$ cat src/rtl/fu_dep_pkg.sv
package fu_dep_pkg;
  // Per-unit strobes from control to the matrix storage.
  typedef struct packed {
    logic loadRow;   // overwrite this unit's row
    logic clrRdCol;  // clear this unit's column, read-wait plane
    logic clrWrCol;  // clear this unit's column, write-wait plane
  } fuStrobe_t;
endpackage

$ cat src/rtl/fu_dep_ctrl.sv
module fu_dep_ctrl
  import fu_dep_pkg::*;
#(
  parameter int NUM_FU = 8
) (
  input  logic [NUM_FU-1:0] issueFu,
  input  logic [NUM_FU-1:0] issueWrDep,
  input  logic [NUM_FU-1:0] issueRdDep,
  input  logic [NUM_FU-1:0] goRead,
  input  logic [NUM_FU-1:0] goWrite,
  output fuStrobe_t         strobes [NUM_FU],
  output logic [NUM_FU-1:0] wrDepLoad,
  output logic [NUM_FU-1:0] rdDepLoad
);
  // A dependency on a unit that completes in this same cycle is already met.
  always_comb begin
    wrDepLoad = issueWrDep & ~goWrite;
    rdDepLoad = issueRdDep & ~goRead;
  end

  for (genvar u = 0; u < NUM_FU; u++) begin : g_strobe
    always_comb begin
      strobes[u].loadRow  = issueFu[u];
      strobes[u].clrRdCol = goRead[u];
      strobes[u].clrWrCol = goWrite[u];
    end
  end
endmodule

$ cat src/rtl/fu_dep_array.sv
module fu_dep_array
  import fu_dep_pkg::*;
#(
  parameter int NUM_FU = 8
) (
  input  logic              clk,
  input  logic              rstN,
  input  fuStrobe_t         strobes [NUM_FU],
  input  logic [NUM_FU-1:0] wrDepLoad,
  input  logic [NUM_FU-1:0] rdDepLoad,
  output logic [NUM_FU-1:0] readable,
  output logic [NUM_FU-1:0] writable
);
  logic [NUM_FU-1:0] clrWrVec;
  logic [NUM_FU-1:0] clrRdVec;
  logic [NUM_FU-1:0] waitWr [NUM_FU];
  logic [NUM_FU-1:0] waitRd [NUM_FU];

  for (genvar c = 0; c < NUM_FU; c++) begin : g_col
    assign clrWrVec[c] = strobes[c].clrWrCol;
    assign clrRdVec[c] = strobes[c].clrRdCol;
  end

  for (genvar r = 0; r < NUM_FU; r++) begin : g_row
    localparam logic [NUM_FU-1:0] OffDiag = ~(NUM_FU'(1) << r);

    always_ff @(posedge clk) begin
      if (!rstN) begin
        waitWr[r] <= '0;
        waitRd[r] <= '0;
      end else if (strobes[r].loadRow) begin
        waitWr[r] <= wrDepLoad & OffDiag;
        waitRd[r] <= rdDepLoad & OffDiag;
      end else begin
        waitWr[r] <= waitWr[r] & ~clrWrVec;
        waitRd[r] <= waitRd[r] & ~clrRdVec;
      end
    end

    assign readable[r] = ~|waitWr[r];
    assign writable[r] = ~|waitRd[r];
  end
endmodule

$ cat src/rtl/fu_dep_matrix.sv
module fu_dep_matrix
  import fu_dep_pkg::*;
#(
  parameter int NUM_FU = 8
) (
  input  logic              clk,
  input  logic              rstN,
  input  logic [NUM_FU-1:0] issueFu,
  input  logic [NUM_FU-1:0] issueWrDep,
  input  logic [NUM_FU-1:0] issueRdDep,
  input  logic [NUM_FU-1:0] goRead,
  input  logic [NUM_FU-1:0] goWrite,
  output logic [NUM_FU-1:0] readable,
  output logic [NUM_FU-1:0] writable
);
  fuStrobe_t         strobes [NUM_FU];
  logic [NUM_FU-1:0] wrDepLoad;
  logic [NUM_FU-1:0] rdDepLoad;

  fu_dep_ctrl #(.NUM_FU(NUM_FU)) i_ctrl (
    .issueFu(issueFu), .issueWrDep(issueWrDep), .issueRdDep(issueRdDep),
    .goRead(goRead), .goWrite(goWrite),
    .strobes(strobes), .wrDepLoad(wrDepLoad), .rdDepLoad(rdDepLoad)
  );

  fu_dep_array #(.NUM_FU(NUM_FU)) i_array (
    .clk(clk), .rstN(rstN), .strobes(strobes),
    .wrDepLoad(wrDepLoad), .rdDepLoad(rdDepLoad),
    .readable(readable), .writable(writable)
  );
endmodule

$ cat config.mk
export PLATFORM = sky130hd
export DESIGN_NAME = fu_dep_matrix
export DESIGN_NICKNAME = d
export VERILOG_FILES = /design/src/rtl/fu_dep_pkg.sv /design/src/rtl/fu_dep_ctrl.sv /design/src/rtl/fu_dep_array.sv /design/src/rtl/fu_dep_matrix.sv
export SDC_FILE = /design/constraint.sdc
export NUM_CORES = 1
export LEC_CHECK = 0
export ABC_AREA = 1
export BUFFER_PORTS_ARGS = -buffer_cell sky130_fd_sc_hd__buf_2
export CAP_MARGIN = 10
export CORE_ASPECT_RATIO = 2
export CORE_UTILIZATION = 40
export CTS_CLUSTER_DIAMETER = 80
export DETAILED_ROUTE_END_ITERATION = 8
export GPL_TIMING_DRIVEN = 0
export HOLD_SLACK_MARGIN = 0.06
export SETUP_SLACK_MARGIN = 0.05
export SLEW_MARGIN = 20
export SYNTH_ARGS = -nofsm -noshare
export SYNTH_HDL_FRONTEND = slang
export SYNTH_SLANG_ARGS = --single-unit
$ cat constraint.sdc
create_clock -name clk -period 1.5 [get_ports clk]
set_clock_uncertainty 0.1 [all_clocks]
set_input_delay 0.15 -clock clk [delete_from_list [all_inputs] [get_ports clk]]
set_output_delay 0.15 -clock clk [all_outputs]
set_load 0.03 [all_outputs]
After elaboration in Yosys (flattened, before gate mapping)
Memories as Yosys holds them, arrays and structs flattened.
Cells that the tools add are included.
{ "totals": {"mem_bits_rw": 128, "input_bits": 42, "register_bits": 0, "elab_cells": 167, "n_memories": 2, "out_inout_bits": 16} }
{ "mem_list": {"columns": ["name", "depth", "width", "rd", "rd_ports_with_merged_regs", "write_ports", "line_no", "rtl"], "rows": [
  ["i_array.waitRd", 8, 8, 8, 0, 8, "fu_dep_array.sv:17", "logic [NUM_FU-1:0] waitRd [NUM_FU];"],
  ["i_array.waitWr", 8, 8, 8, 0, 8, "fu_dep_array.sv:16", "logic [NUM_FU-1:0] waitWr [NUM_FU];"]
]} }
{ "classes": {"muxes": 81, "n_reduce_logical": 32, "n_bitwise": 52} }
{ "ops": {"columns": ["cell", "count"], "rows": [
  ["2-to-1 mux 8 bit", 32],
  ["bitwise AND 8 bit", 18],
  ["OR reduction 8 bit", 16],
  ["2-to-1 mux 1 bit", 49],
  ["OR 1 bit", 32],
  ["zero test 1 bit", 16],
  ["inverter 8 bit", 2]
]} }

Longest topological paths before layout
Gate-level depths: netlist (run 1).
{ "logic_depth": {"depth_word": 5, "mapped_depth": 7, "ltp_nobuf": 4} }

Modules after synthesis
From an unflattened synthesis (run 1), not the netlist that was laid out.
{ "hier_totals": {"cells_unflattened": 954, "hier_area_um2": 7230.7} }
{ "modules_own_cells": {"columns": ["mod", "seq_area_each_um2", "cells_per_inst", "n_inst", "area_per_inst_um2"], "rows": [
  ["fu_dep_array", 3843.7, 898, 1, 6890.4],
  ["fu_dep_ctrl", 0.0, 56, 1, 340.3]
]} }

Least setup slack after synthesis (run 1)
Ideal clock, no wire load.
{ "synth_timing": {"kind": "reg2out", "startpoint": "memory i_array.waitWr[0][2]", "endpoint": "output port readable[0]", "n_path_buf": 0, "required_time_ps": 1250, "stages_incl_launch_ff": 4, "setup_slack_ps": 316, "arrival_time_ps": 934, "cell_sequence": "edfxtp_1 nor2_1 nand2_1 nor2_1"} }
{ "synth_lines": {"columns": ["element", "line_no", "rtl"], "rows": [
  ["start, declared", "fu_dep_array.sv:16", null],
  ["end, declared", "fu_dep_matrix.sv:13", "output logic [NUM_FU-1:0] readable,"]
]} }

==> results_dict.tcl, run 1 <==
set metrics [dict create \
    status "complete, but fails checks" \
    violations "setup timing" \
    final_hold_viol_count 0 \
    clock_path_buffers 2 \
    vias 5654 \
    power_mw 9.30 \
    core_area_um2 17300 \
    setup_slack_ns -0.118 \
    drive_gt1_share_pct 13.4 \
    n_fill_cell 1732 \
    clkSlewWorstSetupHoldPaths_ns 0.06 \
    synthTopCellsByArea "edfxtp_1 (54%), nand2_1 (20%), nor2_1 (11%), inv_1 (8.1%), nor2_4 (1.3%)" \
    synth_common_cells "nand2_1 (382), nor2_1 (208), inv_1 (152)" \
    cts_sinks 128 \
    post-place-cells 1317 \
    instances_no_fill 1371 \
    grt_max_degree 17 \
    rr_startpoint "i_array.waitWr[1][24]" \
    place_congestion 0.823 \
    grt_busiest_layer "met2" \
    viasPerCell 4.12 \
    die_y_um 190 \
    io_pins 58 \
    async_reset_ff_share_pct 0 \
    leakagePower_nw 4.54 \
    timing.final.crit_period_ns 1.62 \
    crit_path_frequent_cell "nor2_1" \
    rsz0062_at_grt "true" \
    use_met2_pct 40.4 \
    crit_path_end_kind "output pin" \
    cts_tree "built" \
    die_area_um2 18200 \
    grt_use_total_pct 21.9 \
    finalSetupViolations 15 \
    rows 68 \
    stdcell_area_um2 8870 \
    synth-edff-count 128 \
    worst_pin_slew_ns 0.900 \
    die_x_um 95.9 \
    ys.flop_type "edfxtp_1" \
    diodes 0 \
    timing.rr.end "i_array.waitWr[1][24]" \
    cp_num_buf_inv 1 \
    drv_slew 0 \
    cts.htree.levels 4 \
    ys_seq_elements 128 \
    crit_path_max_incr_delay_ns 0.39 \
    worstPathRequired_ns 1.25 \
    hold_path_end "i_array.waitRd[0][7]" \
    syn_area_um2 7060 \
    holdPathStages 4 \
    grt_antenna_before_repair 0 \
    cts_buffers 17 \
    wl_um 17900 \
    critPathTopFamily "flip-flops" \
    wire_per_inst_um 13.1 \
    ant_nets 0 \
    grt_overflow 0 \
    rrSetupSlack_ns 0.30 \
    synthDominantCellAreaShare_pct 54.5 \
    synth_cells 940 \
    hold_class "in -> reg" \
    nNetsFinal 1190 \
    relSlewSlack_pct 39.8 \
    ir_drop_v 0.000737 \
    cp-start-kind "register" \
    power.density_nw_per_um2 1050 \
    drc_errors 0 \
    synth_cell_types 15 \
    syn_area_per_cell_um2 7.51 \
    start_util_pct 40.9 \
    root_buffer "clkbuf_16" \
    path_class "reg -> out" \
    met1_usage_pct 23.4 \
    grt_pass1_vias 5625 \
    critical_path.max_fanout 2 \
    dp_hpwl_um 13200 \
    crit_slowest_cell "edfxtp_1" \
    drt_pass1_iterations 4 \
    synth.most_common_cell "nand2_1" \
    area_delta_synth_final_pct 25.8 \
    max_freq_mhz 618 \
    first_iter_violations 240 \
    r2r_cells 6 \
    post-place-ws_ns -0.251 \
    grtUsageMet3_pct 3.12 \
    finalCritPeriodShare_pct 108 \
    hold_path.startpoint "issueFu[0]" \
    yosysTopAreaCell "edfxtp_1" \
    crit_path_cell_trace "nor2_1 > nand2_1 > nor2_1 > buf_4" \
    cp.arrival_ns 1.37 \
    maxCapViolations 0 \
    grt_pass1_wl_um 28800 \
    port_buffers 40 \
    dpl_cell_area_um2 8000 \
    yosysSeqAreaShare_pct 54.5 \
    clk_latency_ns 0.41 \
    yosysWarnings 0 \
]
## worst min-delay path: stages
cell,delay (ns)
buf_2,0.13
nor2_4,0.06
nand2_1,0.05
nand2_1,0.04
## metal layers
metal	up-vias	share of wire, %	routed length [um]
li1	3079	-	-
met1	2444	39	6980
met2	96	55	9900
met3	35	2.6	464
met4	0	3.3	583
met5	-	0	0
## cell families (layout without fill, tap and decap cells)
kind of cell | Yosys count | in the layout | share of synthesized area, %
buf+inv | 195 | 289 | 11.5
flops | 128 | 128 | 54.5
other cells | 1 | 128 | 0.0531
simple gates | 616 | 616 | 34.0
## repair_timing
| item | 4_1_cts | 5_1_grt |
|---|---|---|
| hold buffers | 3 | 0 |
| gates resized for setup | 29 | 15 |
| endpoints found under the hold margin | 9 | 0 |
| setup buffers | 7 | 12 |
| pin swaps | 32 | 17 |
| endpoints found under the setup margin | 16 | 16 |
## worst max path at each step
stage                    startpoint                    end  slack (ns)  depth (start not counted)
2_1_floorplan  i_array.waitWr[0][2]            readable[0]        0.32                          3
3_3_place_gp             goWrite[5]  i_array.waitWr[0][13]       -0.26                          4
3_5_place_dp             goWrite[5]  i_array.waitWr[1][21]       -0.25                          4
4_1_cts        i_array.waitRd[0][0]            writable[0]       -0.16                          4
5_1_grt        i_array.waitRd[0][0]            writable[0]       -0.18                          4
6_report       i_array.waitRd[0][0]            writable[0]       -0.12                          4
## power breakdown
| part | leakage [nW] | switching, mW | internal (mW) |
|---|---|---|---|
| Combinational | 2.95 | 0.626 | 0.293 |
| Sequential | 1.32 | 0.108 | 4.17 |
| Clock | 0.274 | 1.64 | 2.46 |
| Total | 4.54 | 2.38 | 6.92 |
## cell usage in the layout, fill, tap and decap left out
| cell | instances |
|---|---|
| buf_4 | 35 |
| nor2_2 | 19 |
| clkinv_1 | 1 |
| bufinv_16 | 2 |
| clkinv_4 | 4 |
| buf_6 | 10 |
| inv_2 | 6 |
| clkinv_2 | 3 |
| inv_6 | 4 |
| clkbuf_16 | 17 |
| nor3_1 | 16 |
| nand2_1 | 381 |
| dlygate4sd3_1 | 3 |
| nor2_4 | 9 |
| nor2_1 | 188 |
| nand2_2 | 3 |
| inv_1 | 152 |
| clkinvlp_4 | 4 |
| edfxtp_1 | 128 |
| clkbuf_1 | 8 |
| conb_1 | 128 |
| buf_2 | 40 |
## registers in the layout, summed over array words and instances, names as in the netlist
| signal | flops |
|---|---|
| i_array.waitRd | 64 |
| i_array.waitWr | 64 |
## area by class of cell
class / count / area [um^2] / share of cell area, %
sequential: 128 / 3840 / 43.3
timing repair buffer: 62 / 435 / 4.91
buffer: 34 / 200 / 2.26
multi-input combinational: 744 / 2940 / 33.1
clock buffer: 17 / 425 / 4.79
clock inverter: 15 / 160 / 1.80
inverter: 161 / 612 / 6.89
tap: 210 / 263 / 2.96
## per-stage QoR
stage | setup TNS (ns) | hold WS, ns | utilization [%]
3_5_place_dp | -3.46 | 0.500 | 46.3
3_3_place_gp | -3.70 | 0.497 | 46.3
6_report | -0.835 | 0.0799 | 51.4
5_1_grt | -1.97 | 0.0739 | 51.4
2_1_floorplan | 0 | 0.325 | -
4_1_cts | -1.19 | 0.0616 | 50.6
(Power assumes the default switching activity.)
==> run 2, diff against run 1 <==
Settings changed: SYNTH_HIERARCHICAL set to 1.
==> results_dict.tcl, run 2 <==
set metrics [dict create \
    synth_cells 954 \
    async_reset_ff_share_pct 0 \
    p_seq_share_pct 45.8 \
    instances_no_fill 1411 \
    regArea_um2 3840 \
    grt_overflow 0 \
    place_congestion 0.783 \
    yosysSeqAreaShare_pct 53.2 \
    die_x_um 97.1 \
    multi_input_area_um2 2980 \
    synthTopCellsByArea "edfxtp_1 (53%), nand2_1 (19%), nor2_1 (11%), inv_1 (8.2%), buf_4 (2.9%)" \
    cts.htree.levels 4 \
    grt_use_total_pct 20.4 \
    wire_per_inst_um 12.8 \
    path_class "reg -> out" \
    clk_latency_ns 0.42 \
    rows 69 \
    finalCritPeriodShare_pct 105 \
    worst_pin_slew_ns 0.641 \
    ir_drop_v 0.000860 \
    timing.final.crit_period_ns 1.58 \
    area_delta_synth_final_pct 27.2 \
    synth.most_common_cell "nand2_1" \
    violations "setup timing" \
    cts_buffers 17 \
    clock_path_buffers 2 \
    clkSlewWorstSetupHoldPaths_ns 0.06 \
    io_pins 58 \
    post-place-cells 1343 \
    leakagePower_nw 4.71 \
    synth_common_cells "nand2_1 (375), nor2_1 (208), inv_1 (157)" \
    yosysWarnings 6 \
    grt_antenna_before_repair 0 \
    power_mw 9.35 \
    start_util_pct 40.9 \
    cts_tree "built" \
    crit_path_cell_trace "nor2_1 > nand2_1 > nor2_1 > buf_4" \
    synth-edff-count 128 \
    relSlewSlack_pct 57.3 \
    drive_gt1_share_pct 16.3 \
    rsz0062_at_grt "true" \
    worstPathRequired_ns 1.25 \
    wl_um 18000 \
    port_buffers 49 \
    synthDominantCellAreaShare_pct 53.2 \
    setup_slack_ns -0.0822 \
    crit_path_frequent_cell "nor2_1" \
    clockPowerShare_pct 43.3 \
    crit_path_end_kind "output pin" \
    cp-start-kind "register" \
    power.density_nw_per_um2 1020 \
    drv_slew 0 \
    ys.flop_type "edfxtp_1" \
    syn_area_um2 7230 \
    power.switching_mw 2.37 \
    viasPerCell 4.16 \
    root_buffer "clkbuf_16" \
    internal-power_mw 6.98 \
    post-place-ws_ns 0.00601 \
    vias 5873 \
    crit_path_max_incr_delay_ns 0.41 \
    final_hold_viol_count 0 \
    first_iter_violations 175 \
    max_freq_mhz 632 \
    ys_seq_elements 128 \
    finalSetupViolations 16 \
    final_cell_mix "nand2_1 (375), nor2_1 (186), inv_1 (157)" \
    n_fill_cell 1749 \
    status "complete, but fails checks" \
    dp_hpwl_um 13300 \
    die_area_um2 18700 \
    grt_pass1_vias 5634 \
    syn_area_per_cell_um2 7.58 \
    grt_max_degree 17 \
    grt_pass1_wl_um 28400 \
    synth_cell_types 15 \
    p_comb_share_pct 11.0 \
    maxCapViolations 0 \
    nNetsFinal 1227 \
    switching_share_pct 25.4 \
    yosysTopAreaCell "edfxtp_1" \
    drc_errors 0 \
    crit_slowest_cell "edfxtp_1" \
    hold_class "in -> reg" \
    cts_sinks 128 \
    critical_path.max_fanout 2 \
    drt_pass1_iterations 6 \
    mostFrequentLayoutCell "nand2_1" \
    ant_nets 0 \
    die_y_um 192 \
    diodes 0 \
    reg_top3 "i_array/waitRd (64), i_array/waitWr (64)" \
    core_area_um2 17700 \
    cp.arrival_ns 1.33 \
]
-- run 2: cell count changes after synthesis, sizes merged, moves of 2 or more --
| cell | change |
|---|---|
| buf | +14 |
| inv | -2 |
| nand2 | -9 |
| clkinv | -2 |
| nor2 | +15 |
| nand3 | +2 |
| a21oi | +14 |
| clkbuf | -3 |
| nor3 | -16 |
-- run 2: what timing repair did --
item / CTS / global route
buffers inserted: 13 / 17
gates resized for setup: 29 / 17
setup endpoints to repair: 16 / 36
hold buffers: 7 / 0
pin swaps: 22 / 21
endpoints found under the hold margin: 33 / 0
-- run 2: final cells by class --
class | instances | share of cell area (%)
Clock inverter | 15 | 1.58
Buffer | 44 | 3.55
Sequential cell | 128 | 41.8
Timing Repair Buffer | 86 | 6.56
Inverter | 158 | 6.60
Multi-Input combinational cell | 750 | 32.4
Clock buffer | 17 | 4.62
Tap cell | 213 | 2.90
-- run 2: path summary, 6_finish.rpt --
kind	start	end	slack, ns	cells past startpoint
worst min-delay path	goWrite[0]	i_array/waitWr[1][16]	0.09	4
worst max-delay path	i_array/waitWr[1][23]	readable[6]	-0.08	4
worst max register to register	i_array/waitRd[1][23]	i_array/waitRd[1][23]	0.31	6
worst min register to register	i_array/waitRd[0][27]	i_array/waitRd[0][27]	0.49	2
-- run 2: layer usage --
layer / up-vias / routed length [um] / share of wire (%) / global-route usage, %
li1: 3160 / - / - / -
met1: 2589 / 6920 / 38 / 20.4
met3: 28 / 499 / 2.8 / 3.28
met5: - / 0 / 0 / 0
met2: 96 / 10100 / 56 / 40.5
met4: 0 / 506 / 2.8 / 8.78
-- run 2: kinds of logic (layout without fill, tap and decap cells) --
group           count (synthesis)  in the layout  share of synthesized area, %
buf+inv                       203            320                          12.9
other cells                     1            128                        0.0519
compound gates                 14             14                         0.969
simple gates                  608            608                          32.9
flops                         128            128                          53.2
-- run 2: through the flow --
step	hold slack (ns)	setup TNS [ns]	utilization, %	instance area (um^2)
global route	0.0991	-1.83	52.0	9200
floorplan	0.360	0	-	7710
global placement	0.462	0	46.4	8220
finish	0.0909	-0.610	52.0	9200
CTS	0.0903	-1.05	51.0	9030
detailed placement	0.466	0	46.4	8220
-- run 2: power by group through the flow --
| stage | clock network (mW) | registers (mW) | logic, mW |
|---|---|---|---|
| finish | 4.05 | 4.28 | 1.03 |
| global route | 4.24 | 4.30 | 1.17 |
| CTS | 4.11 | 4.28 | 0.990 |
| detailed placement | 0 | 4.35 | 0.932 |
| global placement | 0 | 4.34 | 0.924 |
| floorplan | 0 | 4.31 | 0.650 |
-- run 2: critical path, delay by kind of cell (launching register included) --
family / cells / cell delay (ns)
flops: 1 / 0.41
simple gates: 3 / 0.34
buf+inv: 1 / 0.17
